File: src/rtl/intack_pkg.sv
package intack_pkg;
  typedef enum logic [2:0] {
    ST_IDLE,
    ST_STAT1,
    ST_CMD1,
    ST_GAP,
    ST_STAT2,
    ST_CMD2,
    ST_XWAIT
  } ack_state_t;
endpackage

File: src/rtl/intack_fsm.sv
module intack_fsm
  import intack_pkg::*;
#(
  parameter int GAP_CLKS    = 3,
  parameter int EXTRA_WAITS = 1
) (
  input  logic       clk,
  input  logic       rst_n,
  input  logic       intr_req,
  input  logic       boundary,
  input  logic       ready,
  input  logic       hold_ack,
  output ack_state_t state,
  output logic       start,
  output logic       a2_first,
  output logic       cap_en,
  output logic       seq_done
);
  localparam int CNT_MAX = (GAP_CLKS > EXTRA_WAITS) ? GAP_CLKS : EXTRA_WAITS;
  localparam int CNT_W   = (CNT_MAX < 2) ? 1 : $clog2(CNT_MAX);
  localparam logic [CNT_W-1:0] GAP_LAST = CNT_W'(GAP_CLKS - 1);
  localparam logic [CNT_W-1:0] XW_LAST  = CNT_W'(EXTRA_WAITS - 1);

  ack_state_t       nxt;
  logic [CNT_W-1:0] cnt, cnt_nxt;

  assign start    = (state == ST_IDLE) && intr_req && boundary && !hold_ack;
  assign cap_en   = (state == ST_CMD2) && ready;
  assign seq_done = (state == ST_XWAIT) && (cnt == XW_LAST);

  always_comb begin
    nxt     = state;
    cnt_nxt = cnt;
    unique case (state)
      ST_IDLE:  if (start) nxt = ST_STAT1;
      ST_STAT1: nxt = ST_CMD1;
      ST_CMD1:  if (ready) begin
                  nxt     = ST_GAP;
                  cnt_nxt = '0;
                end
      ST_GAP:   if (cnt == GAP_LAST) nxt = ST_STAT2;
                else cnt_nxt = cnt + 1'b1;
      ST_STAT2: nxt = ST_CMD2;
      ST_CMD2:  if (ready) begin
                  nxt     = ST_XWAIT;
                  cnt_nxt = '0;
                end
      ST_XWAIT: if (cnt == XW_LAST) nxt = ST_IDLE;
                else cnt_nxt = cnt + 1'b1;
      default:  nxt = ST_IDLE;
    endcase
  end

  always_ff @(posedge clk or negedge rst_n) begin
    if (!rst_n) begin
      state    <= ST_IDLE;
      cnt      <= '0;
      a2_first <= 1'b0;
    end else begin
      state    <= nxt;
      cnt      <= cnt_nxt;
      a2_first <= (state == ST_STAT2);
    end
  end
endmodule

File: src/rtl/intack_vec_cap.sv
module intack_vec_cap #(
  parameter int VEC_W = 8
) (
  input  logic             clk,
  input  logic             rst_n,
  input  logic             cap_en,
  input  logic             seq_done,
  input  logic [VEC_W-1:0] data_in,
  output logic [VEC_W-1:0] vec_data,
  output logic             vec_valid
);
  always_ff @(posedge clk or negedge rst_n) begin
    if (!rst_n) begin
      vec_data  <= '0;
      vec_valid <= 1'b0;
    end else begin
      if (cap_en) vec_data <= data_in;
      vec_valid <= seq_done;
    end
  end
endmodule

File: src/rtl/intack_hold_arb.sv
module intack_hold_arb (
  input  logic clk,
  input  logic rst_n,
  input  logic hold_req,
  input  logic idle,
  input  logic start,
  output logic hold_ack
);
  always_ff @(posedge clk or negedge rst_n) begin
    if (!rst_n) hold_ack <= 1'b0;
    else        hold_ack <= hold_req && idle && !start;
  end
endmodule

File: src/rtl/intack_seq.sv
module intack_seq
  import intack_pkg::*;
#(
  parameter int VEC_W       = 8,
  parameter int GAP_CLKS    = 3,
  parameter int EXTRA_WAITS = 1
) (
  input  logic             clk,
  input  logic             rst_n,
  input  logic             intr_req,
  input  logic             boundary,
  input  logic             ready,
  input  logic             hold_req,
  input  logic [VEC_W-1:0] data_in,
  output logic             inta_n,
  output logic             lock_n,
  output logic             addr_drive_en,
  output logic             hold_ack,
  output logic             vec_valid,
  output logic [VEC_W-1:0] vec_data
);
  ack_state_t state;
  logic start, a2_first, cap_en, seq_done, idle;

  assign idle = (state == ST_IDLE);

  intack_fsm #(.GAP_CLKS(GAP_CLKS), .EXTRA_WAITS(EXTRA_WAITS)) u_fsm (
    .clk(clk), .rst_n(rst_n), .intr_req(intr_req), .boundary(boundary),
    .ready(ready), .hold_ack(hold_ack), .state(state), .start(start),
    .a2_first(a2_first), .cap_en(cap_en), .seq_done(seq_done)
  );

  intack_vec_cap #(.VEC_W(VEC_W)) u_cap (
    .clk(clk), .rst_n(rst_n), .cap_en(cap_en), .seq_done(seq_done),
    .data_in(data_in), .vec_data(vec_data), .vec_valid(vec_valid)
  );

  intack_hold_arb u_hold (
    .clk(clk), .rst_n(rst_n), .hold_req(hold_req), .idle(idle),
    .start(start), .hold_ack(hold_ack)
  );

  assign inta_n = !((state == ST_CMD1) || (state == ST_CMD2) || (state == ST_XWAIT));
  assign lock_n = idle;

  always_comb begin
    if (idle)                   addr_drive_en = !hold_ack;
    else if (state == ST_CMD2)  addr_drive_en = !a2_first;
    else                        addr_drive_en = (state == ST_XWAIT);
  end
endmodule

File: config.mk
export PLATFORM = sky130hd
export DESIGN_NAME = intack_seq
export DESIGN_NICKNAME = d
export VERILOG_FILES = /design/src/rtl/intack_pkg.sv /design/src/rtl/intack_fsm.sv /design/src/rtl/intack_vec_cap.sv /design/src/rtl/intack_hold_arb.sv /design/src/rtl/intack_seq.sv
export SDC_FILE = /design/constraint.sdc
export NUM_CORES = 1
export LEC_CHECK = 0
export ABC_AREA = 1
export CAP_MARGIN = 10
export CORE_ASPECT_RATIO = 0.8
export CORE_MARGIN = 5
export CORE_UTILIZATION = 25
export CTS_CLUSTER_SIZE = 14
export DETAILED_ROUTE_END_ITERATION = 7
export PLACE_DENSITY_LB_ADDON = 0.25
export SYNTH_ARGS = -nofsm -noshare
export SYNTH_HDL_FRONTEND = slang
export SYNTH_SLANG_ARGS = --single-unit
File: constraint.sdc
create_clock -name clk -period 1.3 [get_ports clk]
set_clock_uncertainty 0.1 [all_clocks]
set_input_delay 0.26 -clock clk [delete_from_list [all_inputs] [get_ports clk]]
set_output_delay 0.26 -clock clk [all_outputs]
set_load 0.01 [all_outputs]
==> metrics.txt <==
DR DRC count 0; status complete, but fails checks; Slew Limit Fails 0; CP Class reg2out; via count 826; FP Rows 19; CTS max path bufs 2; period utilization 1.22; share of the synthesized area in the top cell type 0.441; Worst path slowest cell dfrtp_1; Total GRT Usage 0.0986; Clock Sinks 16; worst path cell trace inv_2 > buf_6 > nand2_4 > o21a_1 > buf_2; most common cell after layout, fill and taps aside buf_4; DR pass1 iterations 4; failing checks negative setup slack; synthesized area 907 um2; Syn. warnings 0; Worst EP required 0.94 ns; Area after DPL 0.00133 mm2; most frequent cells in the layout buf_4 (18), nand2_1 (16), dfrtp_1 (15); PD cells 2380 mW/mm2; vias per cell 4.42; initial core utilization 0.261; Post-Route WL 2.34 mm; Synth cell types 22; share of post-route cells with drive strength above 1 0.441; final hold violations 0; largest net degree at the start of global routing 17; die width 77.3 um; port bufs 26; Die Ht 63.9 um; CTS clk-pin slew, worst paths 0.07 ns; TritonCTS clock tree built; drt initial violations 18; final setup fails 16; H-tree depth 1; Critical Path Max Stage Delay 0.39 ns; routability cong. 0.803; DRT antenna net count 0; area added between synthesis and finish 68.3%; synthesized instance count 91; Post-synth EDFFs 0; RSZ-0062 raised after global routing true; # diodes 0; P_leak 0.748 nW; Final WS setup -0.288 ns; first-pass GRT wire length 3.93 mm; root buffer cell clkbuf_8; Overflow after GRT 0; DIE AREA 0.00494 mm2; Synth Flop Type dfrtp_1; pin slew with the least headroom to its limit 0.241 ns; Synth Area per Inst 9.97 um2; initial antenna violation count 0; Core Box Area 0.00347 mm2; I/O Pins 27; post-DR wirelength/cell 12.5 um; Crit. End Element output port; max-cap violation count 0; Synth area leader dfrtp_1; HP Class in2async; post-synthesis register bit count 16; CTS buffer count 3; Slew HR 0.839; Synth area leaders dfrtp_1 (44%), mux2_2 (7.4%), nand2_1 (7.0%), nand3_2 (5.5%), nor2_4 (3.7%); Final #Nets 162; design area 0.00153 mm2; critical path arrival 1.23 ns; crit start category flip-flop; Mapped Nets 107; worst skew pair latency 0.25 ns; total power 0.00364 W; Max rail drop VDD 0.831 mV; share of the yosys chip area belonging to registers 0.441; vias in the first global route 885; min cycle time layout 1.59 ns; ys async rst share 1.00; Detailed Place HPWL 1.78 mm; crit path max fanout 3; CTS hold repair buffers 0; Peak Freq 630 MHz
-- through the flow --
| step | cells | hold WS (ns) | util | setup WS, ns | setup TNS (ns) |
|---|---|---|---|---|---|
| 4_1_cts | 182 | 0.245 | 0.419 | -0.310 | -2.84 |
| 3_5_place_dp | 173 | 0.398 | 0.382 | -0.441 | -4.11 |
| 5_1_grt | 187 | 0.251 | 0.440 | -0.346 | -4.20 |
| 2_1_floorplan | 91 | -0.136 | - | -0.00653 | -0.00653 |
| 3_3_place_gp | 173 | 0.387 | 0.382 | -0.425 | -4.04 |
| 6_report | 187 | 0.246 | 0.440 | -0.288 | -3.07 |
-- registers in the layout, summed over array words and instances, names as in the netlist --
name             flops
u_cap.vec_data       8
u_fsm.state          3
u_fsm.cnt            2
u_cap.vec_valid      1
u_fsm.a2_first       1
u_hold.hold_ack      1
-- worst max-delay path: cells and delay by family (launching register included) --
family / cells / cell delay [ns]
DFF: 1 / 0.39
buffers and inverters: 3 / 0.36
AOI/OAI and AO/OA: 1 / 0.19
and+or+nand+nor: 1 / 0.05
-- kinds of logic (layout without fill, tap and decap cells) --
family,count (synthesis),in the layout,synth area share
adder cells (fa/ha/maj),2,2,0.0276
AND/OR/NAND/NOR,44,44,0.294
AO/OA/AOI/OAI,6,6,0.0414
multiplexers,8,8,0.108
flip-flops,16,16,0.441
buffers and inverters,15,69,0.0883
-- worst paths after layout --
kind,start,endpoint,slack (ns),cells past startpoint
setup / recovery,u_fsm.state[1],inta_n,-0.29,5
hold / removal,rst_n,u_cap.vec_valid,0.25,2
setup reg to reg,u_fsm.state[1],u_cap.vec_data[7],-0.23,6
hold reg to reg,u_cap.vec_data[3],u_cap.vec_data[3],0.40,1
max in group asynchronous,rst_n,u_fsm.state[0],0.65,2
min in group clk,u_cap.vec_data[3],u_cap.vec_data[3],0.40,1
-- power breakdown --
| group | switching (W) | internal, W |
|---|---|---|
| clock network | 0.000177 | 0.000269 |
| registers | 0.000125 | 0.000720 |
| logic | 0.00112 | 0.00122 |
-- metal layers --
metal / global-route usage / vias up / share of wire
li1: - / 410 / -
met1: 0.116 / 391 / 0.44
met2: 0.170 / 25 / 0.49
met3: 0.0449 / 0 / 0.077
met4: 0.0129 / 0 / 0
met5: 0 / - / 0
-- cells in the mapped netlist (2+ instances only) --
master / instances
nand2_2: 4
mux2_2: 6
nor2_1: 4
ha_1: 2
inv_1: 8
buf_6: 2
nand2_1: 17
dfrtp_1: 16
nor2_4: 3
nand4_1: 5
inv_2: 2
o211ai_1: 2
a21oi_1: 2
mux2_4: 2
nand3_1: 4
nand3_2: 5
inv_4: 2
-- timing repair --
action                     4_1_cts  5_1_grt
setup endpoints to repair       26       23
pin swaps                        3        6
setup buffers                    6        6
gates resized for setup         35       14
-- area by class of cell --
class | count | area, um2
Sequential cell | 16 | 402
Multi-Input combinational cell | 60 | 480
Tap cell | 42 | 52.6
Timing Repair Buffer | 53 | 484
Fill cell | 329 | 1940
Inverter | 12 | 52.6
Clock buffer | 4 | 55.1
Power figures use the tool's default switching activity.
